<file path="config.mk">
export PLATFORM = sky130hd
export DESIGN_NAME = sector_prog
export DESIGN_NICKNAME = d
export VERILOG_FILES = /design/src/rtl/sector_prog_pkg.sv /design/src/rtl/sp_rst_sync.sv /design/src/rtl/sp_counter.sv /design/src/rtl/sp_strobe_gen.sv /design/src/rtl/sector_prog.sv
export SDC_FILE = /design/constraint.sdc
export NUM_CORES = 1
export LEC_CHECK = 0
export ABC_AREA = 1
export CORE_UTILIZATION = 25
export CTS_CLUSTER_DIAMETER = 120
export DETAILED_ROUTE_END_ITERATION = 8
export GPL_TIMING_DRIVEN = 1
export PLACE_DENSITY = 0.45
export SYNTH_ARGS = -nofsm -noshare
export SYNTH_HDL_FRONTEND = slang
export SYNTH_SLANG_ARGS = --single-unit
</file>
<file path="constraint.sdc">
create_clock -name clk -period 3.9 [get_ports clk]
set_clock_uncertainty 0.2 [all_clocks]
set_input_delay 0.78 -clock clk [delete_from_list [all_inputs] [get_ports clk]]
set_output_delay 0.78 -clock clk [all_outputs]
set_load 0.02 [all_outputs]
</file>
<file path="src/rtl/sector_prog_pkg.sv">
package sector_prog_pkg;

  typedef enum logic [2:0] {
    ST_IDLE,
    ST_WAIT,
    ST_SETUP,
    ST_PULSE,
    ST_HOLD,
    ST_PGAP,
    ST_RDA,
    ST_RDB
  } sp_state_e;

  typedef struct packed {
    logic ce_n;
    logic oe_n;
    logic we_n;
    logic drv;
  } sp_strobe_t;

  localparam sp_strobe_t STROBE_IDLE = '{ce_n: 1'b1, oe_n: 1'b1, we_n: 1'b1, drv: 1'b0};

endpackage

</file>
<file path="src/rtl/sp_rst_sync.sv">
module sp_rst_sync (
  input  logic clk,
  input  logic rst_n,
  output logic rst_sync_n
);
  logic [1:0] sync_q;

  always_ff @(posedge clk or negedge rst_n) begin
    if (!rst_n) sync_q <= 2'b00;
    else        sync_q <= {sync_q[0], 1'b1};
  end

  assign rst_sync_n = sync_q[1];
endmodule

</file>
<file path="src/rtl/sp_counter.sv">
module sp_counter #(
  parameter int W = 8
) (
  input  logic         clk,
  input  logic         rst_n,
  input  logic         clr,
  input  logic         en,
  output logic [W-1:0] q
);
  logic [W-1:0] q_d;

  always_comb begin
    q_d = q;
    if (clr)     q_d = '0;
    else if (en) q_d = q + W'(1);
  end

  always_ff @(posedge clk or negedge rst_n) begin
    if (!rst_n) q <= '0;
    else        q <= q_d;
  end
endmodule

</file>
<file path="src/rtl/sp_strobe_gen.sv">
module sp_strobe_gen
  import sector_prog_pkg::*;
(
  input  logic       clk,
  input  logic       rst_n,
  input  sp_state_e  state_d,
  output sp_strobe_t strobe_q
);
  sp_strobe_t strobe_d;

  always_comb begin
    strobe_d = STROBE_IDLE;
    case (state_d)
      ST_SETUP: begin strobe_d.ce_n = 1'b0; strobe_d.drv = 1'b1; end
      ST_PULSE: begin strobe_d.ce_n = 1'b0; strobe_d.drv = 1'b1; strobe_d.we_n = 1'b0; end
      ST_HOLD:  begin strobe_d.ce_n = 1'b0; strobe_d.drv = 1'b1; end
      ST_RDA,
      ST_RDB:   begin strobe_d.ce_n = 1'b0; strobe_d.oe_n = 1'b0; end
      default:  strobe_d = STROBE_IDLE;
    endcase
  end

  always_ff @(posedge clk or negedge rst_n) begin
    if (!rst_n) strobe_q <= STROBE_IDLE;
    else        strobe_q <= strobe_d;
  end
endmodule

</file>
<file path="src/rtl/sector_prog.sv">
module sector_prog
  import sector_prog_pkg::*;
#(
  parameter int SECTOR_W    = 10,
  parameter int DATA_W      = 8,
  parameter int GAP_LIMIT   = 16384,
  parameter int POLL_GAP    = 8,
  parameter int TIMEOUT_CYC = 1250000
) (
  input  logic                  clk,
  input  logic                  rst_n,
  input  logic                  start,
  input  logic [SECTOR_W-1:0]   sector,
  input  logic                  in_valid,
  input  logic [DATA_W-1:0]     in_data,
  output logic                  in_ready,
  output logic [SECTOR_W+7:0]   flash_addr,
  output logic [DATA_W-1:0]     flash_dout,
  output logic                  flash_drv,
  output logic                  flash_ce_n,
  output logic                  flash_oe_n,
  output logic                  flash_we_n,
  input  logic                  flash_poll_bit,
  output logic                  busy,
  output logic                  done,
  output logic                  err_underrun,
  output logic                  err_timeout
);
  localparam int OFS_W  = 8;
  localparam logic [OFS_W-1:0] LAST_OFS = '1;
  localparam int GAP_W  = $clog2(GAP_LIMIT + 1);
  localparam int POLL_W = $clog2(POLL_GAP + 1);
  localparam int TMO_W  = $clog2(TIMEOUT_CYC + 1);

  logic rst_sync_n;
  sp_rst_sync u_rst (.clk(clk), .rst_n(rst_n), .rst_sync_n(rst_sync_n));

  sp_state_e state_q, state_d;
  logic [SECTOR_W-1:0] sector_q;
  logic [OFS_W-1:0]    ofs_q;
  logic [DATA_W-1:0]   data_q;
  logic [GAP_W-1:0]    gap_cnt;
  logic [POLL_W-1:0]   poll_cnt;
  logic [TMO_W-1:0]    tmo_cnt;

  logic load_sector, take_byte, ofs_clr, ofs_inc;
  logic gap_clr, gap_en, poll_clr, poll_en, tmo_clr, tmo_en;
  logic done_d, und_d, tmo_d, polling;

  sp_counter #(.W(GAP_W))  u_gap  (.clk(clk), .rst_n(rst_sync_n), .clr(gap_clr),  .en(gap_en),  .q(gap_cnt));
  sp_counter #(.W(POLL_W)) u_poll (.clk(clk), .rst_n(rst_sync_n), .clr(poll_clr), .en(poll_en), .q(poll_cnt));
  sp_counter #(.W(TMO_W))  u_tmo  (.clk(clk), .rst_n(rst_sync_n), .clr(tmo_clr),  .en(tmo_en),  .q(tmo_cnt));

  assign polling = (state_q == ST_PGAP) || (state_q == ST_RDA) || (state_q == ST_RDB);

  // next-state logic
  always_comb begin
    state_d     = state_q;
    load_sector = 1'b0;
    take_byte   = 1'b0;
    ofs_clr     = 1'b0;
    ofs_inc     = 1'b0;
    gap_clr     = 1'b0;
    gap_en      = 1'b0;
    poll_clr    = 1'b0;
    poll_en     = 1'b0;
    tmo_clr     = 1'b0;
    tmo_en      = 1'b0;
    done_d      = 1'b0;
    und_d       = 1'b0;
    tmo_d       = 1'b0;
    case (state_q)
      ST_IDLE: if (start) begin
        load_sector = 1'b1;
        ofs_clr     = 1'b1;
        gap_clr     = 1'b1;
        state_d     = ST_WAIT;
      end
      ST_WAIT: begin
        if (in_valid) begin
          take_byte = 1'b1;
          state_d   = ST_SETUP;
        end else if (ofs_q != '0) begin
          if (gap_cnt == GAP_W'(GAP_LIMIT - 1)) begin
            und_d   = 1'b1;
            state_d = ST_IDLE;
          end else begin
            gap_en = 1'b1;
          end
        end
      end
      ST_SETUP: state_d = ST_PULSE;
      ST_PULSE: state_d = ST_HOLD;
      ST_HOLD: begin
        if (ofs_q == LAST_OFS) begin
          poll_clr = 1'b1;
          tmo_clr  = 1'b1;
          state_d  = ST_PGAP;
        end else begin
          ofs_inc = 1'b1;
          gap_clr = 1'b1;
          state_d = ST_WAIT;
        end
      end
      ST_PGAP: begin
        tmo_en = 1'b1;
        if (poll_cnt == POLL_W'(POLL_GAP - 1)) begin
          poll_clr = 1'b1;
          state_d  = ST_RDA;
        end else begin
          poll_en = 1'b1;
        end
      end
      ST_RDA: begin
        tmo_en  = 1'b1;
        state_d = ST_RDB;
      end
      ST_RDB: begin
        tmo_en = 1'b1;
        if (flash_poll_bit == data_q[DATA_W-1]) begin
          done_d  = 1'b1;
          state_d = ST_IDLE;
        end else begin
          state_d = ST_PGAP;
        end
      end
      default: state_d = ST_IDLE;
    endcase
    if (polling && !done_d && (tmo_cnt == TMO_W'(TIMEOUT_CYC - 1))) begin
      tmo_d   = 1'b1;
      state_d = ST_IDLE;
    end
  end

  // registers
  always_ff @(posedge clk or negedge rst_sync_n) begin
    if (!rst_sync_n) begin
      state_q      <= ST_IDLE;
      sector_q     <= '0;
      ofs_q        <= '0;
      data_q       <= '0;
      done         <= 1'b0;
      err_underrun <= 1'b0;
      err_timeout  <= 1'b0;
    end else begin
      state_q      <= state_d;
      done         <= done_d;
      err_underrun <= und_d;
      err_timeout  <= tmo_d;
      if (load_sector) sector_q <= sector;
      if (ofs_clr)      ofs_q <= '0;
      else if (ofs_inc) ofs_q <= ofs_q + OFS_W'(1);
      if (take_byte) data_q <= in_data;
    end
  end

  sp_strobe_t strobe_q;
  sp_strobe_gen u_strobe (.clk(clk), .rst_n(rst_sync_n), .state_d(state_d), .strobe_q(strobe_q));

  assign flash_ce_n = strobe_q.ce_n;
  assign flash_oe_n = strobe_q.oe_n;
  assign flash_we_n = strobe_q.we_n;
  assign flash_drv  = strobe_q.drv;
  assign flash_addr = {sector_q, ofs_q};
  assign flash_dout = data_q;
  assign in_ready   = (state_q == ST_WAIT);
  assign busy       = (state_q != ST_IDLE);

  AST_WE_WITH_CE: assert property (@(posedge clk) disable iff (!rst_sync_n)
    !flash_we_n |-> (!flash_ce_n && flash_oe_n && flash_drv));
  AST_ADDR_HELD: assert property (@(posedge clk) disable iff (!rst_sync_n)
    !flash_we_n |-> ($stable(flash_addr) && $stable(flash_dout)));
  AST_DATA_HOLD: assert property (@(posedge clk) disable iff (!rst_sync_n)
    $rose(flash_we_n) |-> ($stable(flash_dout) && $stable(flash_addr) && !flash_ce_n));
  AST_READ_NO_DRIVE: assert property (@(posedge clk) disable iff (!rst_sync_n)
    !flash_oe_n |-> (flash_we_n && !flash_drv));
  AST_GAP_BOUND: assert property (@(posedge clk) disable iff (!rst_sync_n)
    gap_cnt < GAP_W'(GAP_LIMIT));
  AST_ONE_RESULT: assert property (@(posedge clk) disable iff (!rst_sync_n)
    $onehot0({done, err_underrun, err_timeout}));
  AST_DONE_PULSE: assert property (@(posedge clk) disable iff (!rst_sync_n)
    done |=> !done);
  AST_RESULT_IDLE: assert property (@(posedge clk) disable iff (!rst_sync_n)
    (done || err_underrun || err_timeout) |-> (!busy && flash_we_n && flash_oe_n));
  AST_SECTOR_HOLD: assert property (@(posedge clk) disable iff (!rst_sync_n)
    (busy && $past(busy)) |-> $stable(sector_q));
endmodule

</file>
* After elaboration in Yosys (flattened, before gate mapping)
Cells that the tools add are included.
** Operators by class
- Equality and inequality tests :: 17
- Add/subtract/negate cells :: 4
- Multiplexer cells :: 46
- Reduce and logical (&&, ||, !) cells :: 16
** Operator list (count)
- $mux W21 :: 2
- $mux W15 :: 2
- $mux W1 :: 27
- $mux W3 :: 8
- $pmux W3 S8 :: 1
- $add A21 B1 Y21 const B :: 1
- $eq A21 B21 Y1 const B :: 1
- $eq A3 B3 Y1 const B :: 7
- $mux W8 :: 2
- $add A15 B1 Y15 const B :: 1
- $eq A15 B14 Y1 const B :: 1
- $eq A3 B2 Y1 const B :: 4
- $add A8 B1 Y8 const B :: 1
- $eq A8 B8 Y1 const B :: 1
- $mux W4 :: 2
- $reduce_bool A2 Y1 :: 4
- $reduce_bool A8 Y1 :: 1
- $reduce_or A3 Y1 :: 2
- $reduce_or A5 Y1 :: 1
- $add A4 B1 Y4 const B :: 1
- $eq A4 B3 Y1 const B :: 1
- $pmux W1 S2 :: 2
- $eq A3 B1 Y1 const B :: 1
- $logic_not A3 Y1 :: 1
- 6 further kinds :: 8
** Storage, ports and cells
- Logic and storage cells :: 98
- Register bits after elaboration :: 78
- Input port bits :: 23
- Output and inout port bits :: 35

* Logic depth before layout (Yosys ltp)
Gate-level depths: netlist of the first run.
- Depth after elaboration :: 10
- Mapped depth :: 12
- Depth with buffers taken out :: 12

* Cells and area by module
From an unflattened synthesis of the first run, not the netlist that was laid out.
** Unflattened totals
- Cells, all modules :: 529
- Area, all modules :: 4234.1 µm²
** By module, submodules not included
- sector_prog :: area an instance 1671.6 µm², cells an instance 210, instances 1, sequential area each 800.8 µm²
- sp_counter at u_tmo :: area an instance 1281.2 µm², cells an instance 165, instances 1, sequential area each 525.5 µm²
- sp_counter at u_gap :: area an instance 882.1 µm², cells an instance 114, instances 1, sequential area each 375.4 µm²
- sp_counter at u_poll :: area an instance 201.4 µm², cells an instance 24, instances 1, sequential area each 100.1 µm²
- sp_strobe_gen :: area an instance 143.9 µm², cells an instance 13, instances 1, sequential area each 103.8 µm²
- sp_rst_sync :: area an instance 53.8 µm², cells an instance 3, instances 1, sequential area each 50.0 µm²

* Worst setup path after synthesis of the first run
OpenSTA, ideal clock, no wires.
- Path type :: reg-to-reg
- Start point :: register ofs_q[1]
- End point :: register u_gap.q[10]
- Period minus slack after synthesis :: 1.910 ns
- Path buffers :: 0
- Required time :: 3.584 ns
- Arrival :: 1.594 ns
- Setup slack :: 1.990 ns
- Stages on the path, launching flop included :: 13
- Library setup time :: 0.116 ns
- Cells stage by stage :: dfrtp_1 -> ha_1 -> inv_1 -> nor2_2 -> nand2_2 -> nand2_4 -> inv_4 -> nor2_8 -> inv_4 -> nor2_8 -> inv_4 -> nand2_1 -> nand2_1
** On the way
- Word-level cells in the longest chain between the ends :: 5
- Elaborated cells between the ends (all ways) :: 9
- Classes of those cells :: 1 x eq/ne; 6 x mux; 2 x reduce/logical
** Ends and longest elaborated chain
- start, declared :: line sector_prog.sv:40 : logic [OFS_W-1:0] ofs_q;
- start signal, assigned :: line sector_prog.sv:152 : else if (ofs_inc) ofs_q <= ofs_q + OFS_W'(1);
- $reduce_bool A8 Y1 :: line sector_prog.sv:83 : end else if (ofs_q != '0) begin
- $mux W1 :: line sector_prog.sv:83
- $mux W1 :: line sector_prog.sv:80 : if (in_valid) begin
- $mux W1 :: line sector_prog.sv:72 : case (state_q)
- $reduce_bool A2 Y1 (no source line)
- end signal, assigned :: line sp_counter.sv:20 : else q <= q_d;
- end, declared :: line sp_counter.sv:8 : output logic [W-1:0] q
Several ways; a longest one is shown, not always the timed one.
A chain may end at the register's enable or synchronous reset.

* Worst setup path after layout of the first run
- Start point :: register state_q[2]
- End point :: output port in_ready
** On the way
- Word-level cells in the longest chain between the ends :: 1
** Ends and longest elaborated chain
- start, declared :: line sector_prog.sv:38 : sp_state_e state_q, state_d;
- start signal, assigned :: line sector_prog.sv:146 : state_q <= state_d;
- $eq A3 B1 Y1 :: line sector_prog.sv:166 : assign in_ready = (state_q == ST_WAIT);
- end, declared :: line sector_prog.sv:16 : output logic in_ready,
No other way between the ends.

==> key figures, run 1 <==
Clocking
  – Clock Tree Root: clkbuf_16
  – Num CTS Buffers: 9
  – CTS max path bufs: 2
  – Clock latency on the worst-skew pair: 0.34 ns
  – H-tree levels: 3
  – Resized cells post-CTS: 0
  – CTS Hold Buffers Added: 0
  – TritonCTS clock tree: done
  – # clock sinks: 78
  – Clock-pin slew on the worst setup and hold paths: 0.06 ns
  – Number of buffers added for setup after CTS: 0

Synthesis
  – Sequential fraction of the synthesis area: 0.472
  – Syn_nets: between 500 and 600
  – Synth unique cells: 37
  – Post-Syn Area: 4150 um2
  – Synth top area cells: dfrtp_1 45%, nand2_1 16%, nor2_1 5.8%
  – Cell count after synthesis: 547
  – Synth warn: 0
  – Synth Area per Inst: about 7.6 um2
  – Yosys top cell area share: 0.453
  – Leading area contributor after synthesis: dfrtp_1
  – #FFs+latches synth: roughly 80

Setup path
  – CP Class: register to primary output
  – Required @ worst endpoint: approximately 2.9 ns
  – CP Data Arrival Time: between 1.5 and 2 ns
  – Reg2reg start: state_q[0]$_DFF_PN0_
  – Crit. Startpoint: state_q[2]$_DFF_PN0_
  – FF-to-FF setup slack: approximately 1.7 ns
  – Crit end category: primary output
  – CP Cell Sequence: inv_2, nand2_2, inv_1, clkdlybuf4s50_1
  – Worst path bufs/invs: 3
  – Slowest-stage cell, CP: clkdlybuf4s50_1
  – Max stage delay on crit path: ~0.60 ns
  – Setup crit start kind: register
  – Crit Path Max Fanout: 7
  – Kind of cell adding the most delay to the critical path: buffers and inverters

Route
  – WL final: roughly 10000 um
  – Via count: about 3700
  – Pre-antenna DRT Iters: 5
  – Post-DR vias/cell: roughly 4.4
  – Initial DRC Count: 167
  – Top Layer Used: met4
  – DR WL/cell: ~12 um
  – Post-route antenna net violation count: 0
  – Met2 WL: 4610 um
  – Met3 routed WL: ~490 um
  – Met1 WL: about 5200 um
  – Drt drc: 0

Floorplanning
  – Starting density of the core: 0.258
  – Total number of placement rows: 46
  – IO Pins: 58
  – Core Area: roughly 16000 um2
  – Die Y: about 130 um
  – DIE AREA: between 15000 and 20000 um2
  – DIE WIDTH: about 130 um

Layout
  – Commonest non-fill, non-tap cells in the layout: 178 x nand2_1, 74 x dfrtp_1, 64 x nor2_1
  – Area Overhead vs Synth: 27.6%
  – # diodes: 0
  – Post-Layout Cell Count: about 830
  – Final #Nets: between 600 and 700
  – Cell area after layout: approximately 5300 um2
  – Share of cells above drive strength 1: 0.0909
  – Commonest non-fill, non-tap cell in the layout: nand2_1

Global route
  – Pin count of the biggest net entering global routing: 77
  – Number of global-route vias before repair: about 3700
  – All-layer global routing usage: 0.134
  – Overflow after GRT: 0
  – First-pass GRT wire length: roughly 18000 um
  – Initial antenna violation count: 0

Min path
  – Min-Delay Startpoint: u_rst.sync_q[0]$_DFF_PN0_
  – Worst min path class: register to register

Timing
  – RSZ-0062 raised after global routing: false
  – Fin crit period: between 2 and 3 ns
  – Peak Freq: around 0.37 GHz
  – Worst-Margin Slew: 1.02 ns
  – Final setup violation count: 0
  – Setup TNS: 0 ns
  – Final Max Slew Viols: 0
  – Final Worst Setup Slack: roughly 1.2 ns
  – Slew HR: 0.323
  – Hold slack: ~0.16 ns
  – Period Utilization, post-route: 0.700
  – Hold Vio Cnt, Final: 0

Placed design
  – Placer congestion estimate: between 0.8 and 0.9
  – Number of port buffers: 57
  – Placed Instances: ~800
  – Dpl ws: around 1.2 ns
  – Post-DP HPWL: between 7000 and 8000 um
  – Cell Area, Placed: roughly 5000 um2

Power
  – Leak Pwr: 2.41 nW
  – Switch Pwr: ~1.3 mW
  – Logic pwr share: 0.357
  – Switching share of power: 0.381
  – Internal: 2.05 mW
  – Max rail drop VDD: roughly 0.00029 V
  – Flop pwr share: 0.362
  – Clk pwr share: 0.281
  – P per Cell Area: ~630 nW/um2

Run status
  – Status: finished clean

Flow run
  – Max-cap violations: 0
## flip-flops by register name, indices dropped and copies added, names as in the netlist, 2 cells and up
register / flops
sector_q: 10
u_strobe.strobe_q: 4
u_tmo.q: 21
flash_dout: 8
state_q: 3
u_gap.q: 15
u_poll.q: 4
u_rst.sync_q: 2
ofs_q: 8
## synthesized netlist by cell type, drive strengths merged
library cell  instances
a31oi                 1
conb                  1
ha                    5
inv                  66
clkinv                3
dfrtp                75
a21oi                14
o21ai                26
o211ai                1
nand2               186
nor2                 76
xnor2                 2
a32o                  1
dfstp                 3
a221oi                1
nor3                 21
xor2                  7
nor3b                 2
nor4                  1
o22ai                 1
buf                   2
nand3                32
a211oi                2
nand4                16
clkbuf                2
## metrics by stage
stage,utilization,power [mW]
after floorplan,-,1.94
after global placement,0.309,2.41
after detailed placement,0.309,2.41
after CTS,0.330,3.37
after global routing,0.330,3.55
final,0.330,3.32
## layout make-up
cell class | count | area [um2]
multi-input combinational | 396 | 1900
fill | 1683 | 10800
clock buffer | 11 | 243
timing repair buffer | 57 | 571
clock inverter | 5 | 82.6
sequential | 78 | 1960
tap | 216 | 270
inverter | 69 | 267
## cell families (layout without fill, tap and decap cells)
logic type | Yosys count | in the layout | synth area share
XOR/XNOR | 9 | 9 | 0.0190
AND/OR/NAND/NOR | 334 | 334 | 0.358
adder cells (fa/ha/maj) | 5 | 5 | 0.0151
flip-flops | 78 | 78 | 0.472
buffers and inverters | 73 | 142 | 0.0700
AO/OA/AOI/OAI | 47 | 47 | 0.0658
other | 1 | 1 | 0.000904
## power groups by stage
stage,combinational (mW),sequential [mW],clock [mW]
after floorplan,0.630,1.31,0
after global placement,1.20,1.22,0
after detailed placement,1.20,1.21,0
after CTS,1.21,1.21,0.955
after global routing,1.32,1.24,0.986
final,1.18,1.20,0.934
## layer usage
metal,vias to the layer above,track usage
li1,1872,-
met1,1730,0.184
met2,89,0.211
met3,8,0.0305
met4,0,0.0385
met5,-,0
## final timing paths
check                           depth (start not counted)                   endpoint
worst max-delay path                                    4                   in_ready
worst min-delay path                                    0  u_rst.sync_q[1]$_DFF_PN0_
worst max register to register                         11    u_gap.q[12]$_DFFE_PN0P_
worst min register to register                          0  u_rst.sync_q[1]$_DFF_PN0_
max in group asynchronous                               0    u_tmo.q[12]$_DFFE_PN0P_
min in group asynchronous                               0  flash_dout[4]$_DFFE_PN0P_
No activity file was read; power rests on OpenSTA's default activity.
==> inputs of run 2 (changes only) <==
==> constraint.sdc (replaced) <==
create_clock -name clk -period 2.7 [get_ports clk]
set_clock_uncertainty 0.2 [all_clocks]
set_input_delay 0.54 -clock clk [delete_from_list [all_inputs] [get_ports clk]]
set_output_delay 0.54 -clock clk [all_outputs]
set_load 0.02 [all_outputs]
==> key figures, run 2 (synthesis gave the netlist of run 1 again) <==
Run status
  – Status: finished clean (unchanged)

Placed design
  – Post-DP HPWL: 7730 um (was 7430 um)
  – Cell Area, Placed: 5010 um2 (was 4970 um2)
  – Number of port buffers: 57 (unchanged)
  – Placer congestion estimate: 0.832 (was 0.802)

Power
  – P per Cell Area: 891 nW/um2 (was 627 nW/um2)
  – Max rail drop VDD: 0.000402 V (was 0.000289 V)
  – Leak Pwr: 2.43 nW (was 2.41 nW)

Route
  – Via count: 3697 (was 3699)
  – Post-DR vias/cell: 4.42 (was 4.45)
  – Post-route antenna net violation count: 0 (unchanged)
  – Drt drc: 0 (unchanged)
  – Initial DRC Count: 126 (was 167)
  – DR WL/cell: 12.4 um (was 12.5 um)
  – WL final: 10400 um (about the same)
  – Pre-antenna DRT Iters: 4 (was 5)

Layout
  – Commonest non-fill, non-tap cell in the layout: nand2_1 (unchanged)
  – Commonest non-fill, non-tap cells in the layout: 178 x nand2_1, 74 x dfrtp_1, 64 x nor2_1 (unchanged)
  – Layout filler cell count: 1681 (was 1683)
  – Cell area after layout: 5320 um2 (was 5290 um2)
  – Top Registers: u_tmo.q x21, u_gap.q x15, sector_q x10 (unchanged)
  – Share of cells above drive strength 1: 0.0984 (was 0.0909)
  – Area Overhead vs Synth: 28.2% (was 27.6%)
  – # diodes: 0 (unchanged)
  – Number of flip-flops in the largest register: 21 (unchanged)
  – Final #Nets: 643 (was 639)
  – Biggest register: u_tmo.q (unchanged)

Timing
  – Worst-Margin Slew: 0.620 ns (was 1.02 ns)
  – Hold Vio Cnt, Final: 0 (unchanged)
  – Setup TNS: 0 ns (unchanged)
  – Final setup violation count: 0 (unchanged)
  – Peak Freq: 0.400 GHz
  – Fin crit period: roughly 2.5 ns
  – Period Utilization, post-route: 0.925
  – Slew HR: 0.587 (was 0.323)
  – RSZ-0062 raised after global routing: false (unchanged)
  – Final Max Slew Viols: 0 (unchanged)

Clocking
  – Clock latency on the worst-skew pair: 0.34 ns (about the same)
  – Clock-pin slew on the worst setup and hold paths: 0.06 ns (about the same)
  – CTS Hold Buffers Added: 0 (unchanged)
  – H-tree levels: 3 (unchanged)
  – CTS max path bufs: 2 (unchanged)
  – Clock Tree Root: clkbuf_16 (unchanged)
  – # clock sinks: 78 (unchanged)
  – Resized cells post-CTS: 0 (unchanged)
  – Num CTS Buffers: 9 (unchanged)
  – Number of buffers added for setup after CTS: 0 (unchanged)
  – TritonCTS clock tree: done (unchanged)

Global route
  – Initial antenna violation count: 0 (unchanged)
  – Overflow after GRT: 0 (unchanged)
  – Pin count of the biggest net entering global routing: 46 (was 77)
  – All-layer global routing usage: 0.134 (about the same)
  – Number of global-route vias before repair: 3672 (was 3687)
  – First-pass GRT wire length: 17700 um (was 18000 um)

Floorplanning
  – Die Y: 131 um (unchanged)
  – Total number of placement rows: 46 (unchanged)
  – IO Pins: 58 (unchanged)
  – Starting density of the core: 0.258 (unchanged)
  – Core Area: 16100 um2 (unchanged)
  – DIE WIDTH: 131 um (unchanged)
  – DIE AREA: 17100 um2 (unchanged)

Setup path
  – Slowest-stage cell, CP: clkdlybuf4s50_1 (unchanged)
  – Setup crit start kind: register (unchanged)
  – Crit end category: primary output (unchanged)
  – CP Data Arrival Time: 1.76 ns (was 1.75 ns)
  – Kind of cell adding the most delay to the critical path: buffers and inverters (unchanged)
  – CP Class: register to primary output (unchanged)
  – Crit Path Max Fanout: 7 (unchanged)
  – Required @ worst endpoint: 1.96 ns (was 2.92 ns)
  – CP Cell Sequence: inv_2, nand2_2, inv_1, clkdlybuf4s50_1 (unchanged)
  – Max stage delay on crit path: 0.60 ns (about the same)
  – Worst path bufs/invs: 3 (unchanged)

Flow run
  – Max-cap violations: 0 (unchanged)

Min path
  – Worst min path class: input port to async pin (was register to register)
## run 2: cell types whose count changed in the layout (fill, tap and decap cells not counted), sizes merged
cell and delta:
inv +1, bufinv -1, clkinvlp +1, buf +4
clkbuf -1
## run 2: where the power goes
part           switching (mW)  total (mW)  internal, mW
sequential              0.252        1.72          1.47
combinational            1.08        1.76         0.680
clock                   0.509        1.25         0.744
## run 2: layout make-up
type,instances,area [um2],share of cell area
clock inverters,6,68.8,0.0129
clock buffers,10,239,0.0449
multi-input cells,396,1900,0.357
flip-flops and latches,78,1960,0.368
inverters,69,267,0.0501
repair buffers,61,613,0.115
well taps,216,270,0.0508
## run 2: stage by stage
step	power, mW	hold WS, ns	cells	utilization	worst slack, ns
floorplan	2.81	0.0444	547	-	0.172
global placement	3.51	0.138	820	0.312	0.511
detailed placement	3.52	0.141	820	0.312	0.469
CTS	4.81	0.138	836	0.331	0.189
global route	5.07	0.141	836	0.331	0.125
finish	4.74	0.150	836	0.331	0.201
## run 2: path summary, 6_finish.rpt
check | start | endpoint | slack (ns) | cells past startpoint
worst min register to register | u_rst.sync_q[1]$_DFF_PN0_ | flash_dout[4]$_DFFE_PN0P_ | 0.16 | 0
max in group asynchronous | u_rst.sync_q[1]$_DFF_PN0_ | u_gap.q[11]$_DFFE_PN0P_ | 1.54 | 1
worst max-delay path | state_q[2]$_DFF_PN0_ | in_ready | 0.20 | 4
min in group clk | u_rst.sync_q[0]$_DFF_PN0_ | u_rst.sync_q[1]$_DFF_PN0_ | 0.16 | 0
worst max register to register | u_gap.q[0]$_DFFE_PN0P_ | u_gap.q[10]$_DFFE_PN0P_ | 0.59 | 10
worst min-delay path | rst_n | u_rst.sync_q[1]$_DFF_PN0_ | 0.15 | 1
## run 2: per-layer routing
metal | up-vias | GRT usage | part of all wire
met5 | - | 0 | 0
met4 | 0 | 0.0460 | 0.012
met3 | 10 | 0.0448 | 0.060
met2 | 89 | 0.206 | 0.45
met1 | 1724 | 0.176 | 0.48
li1 | 1874 | - | -
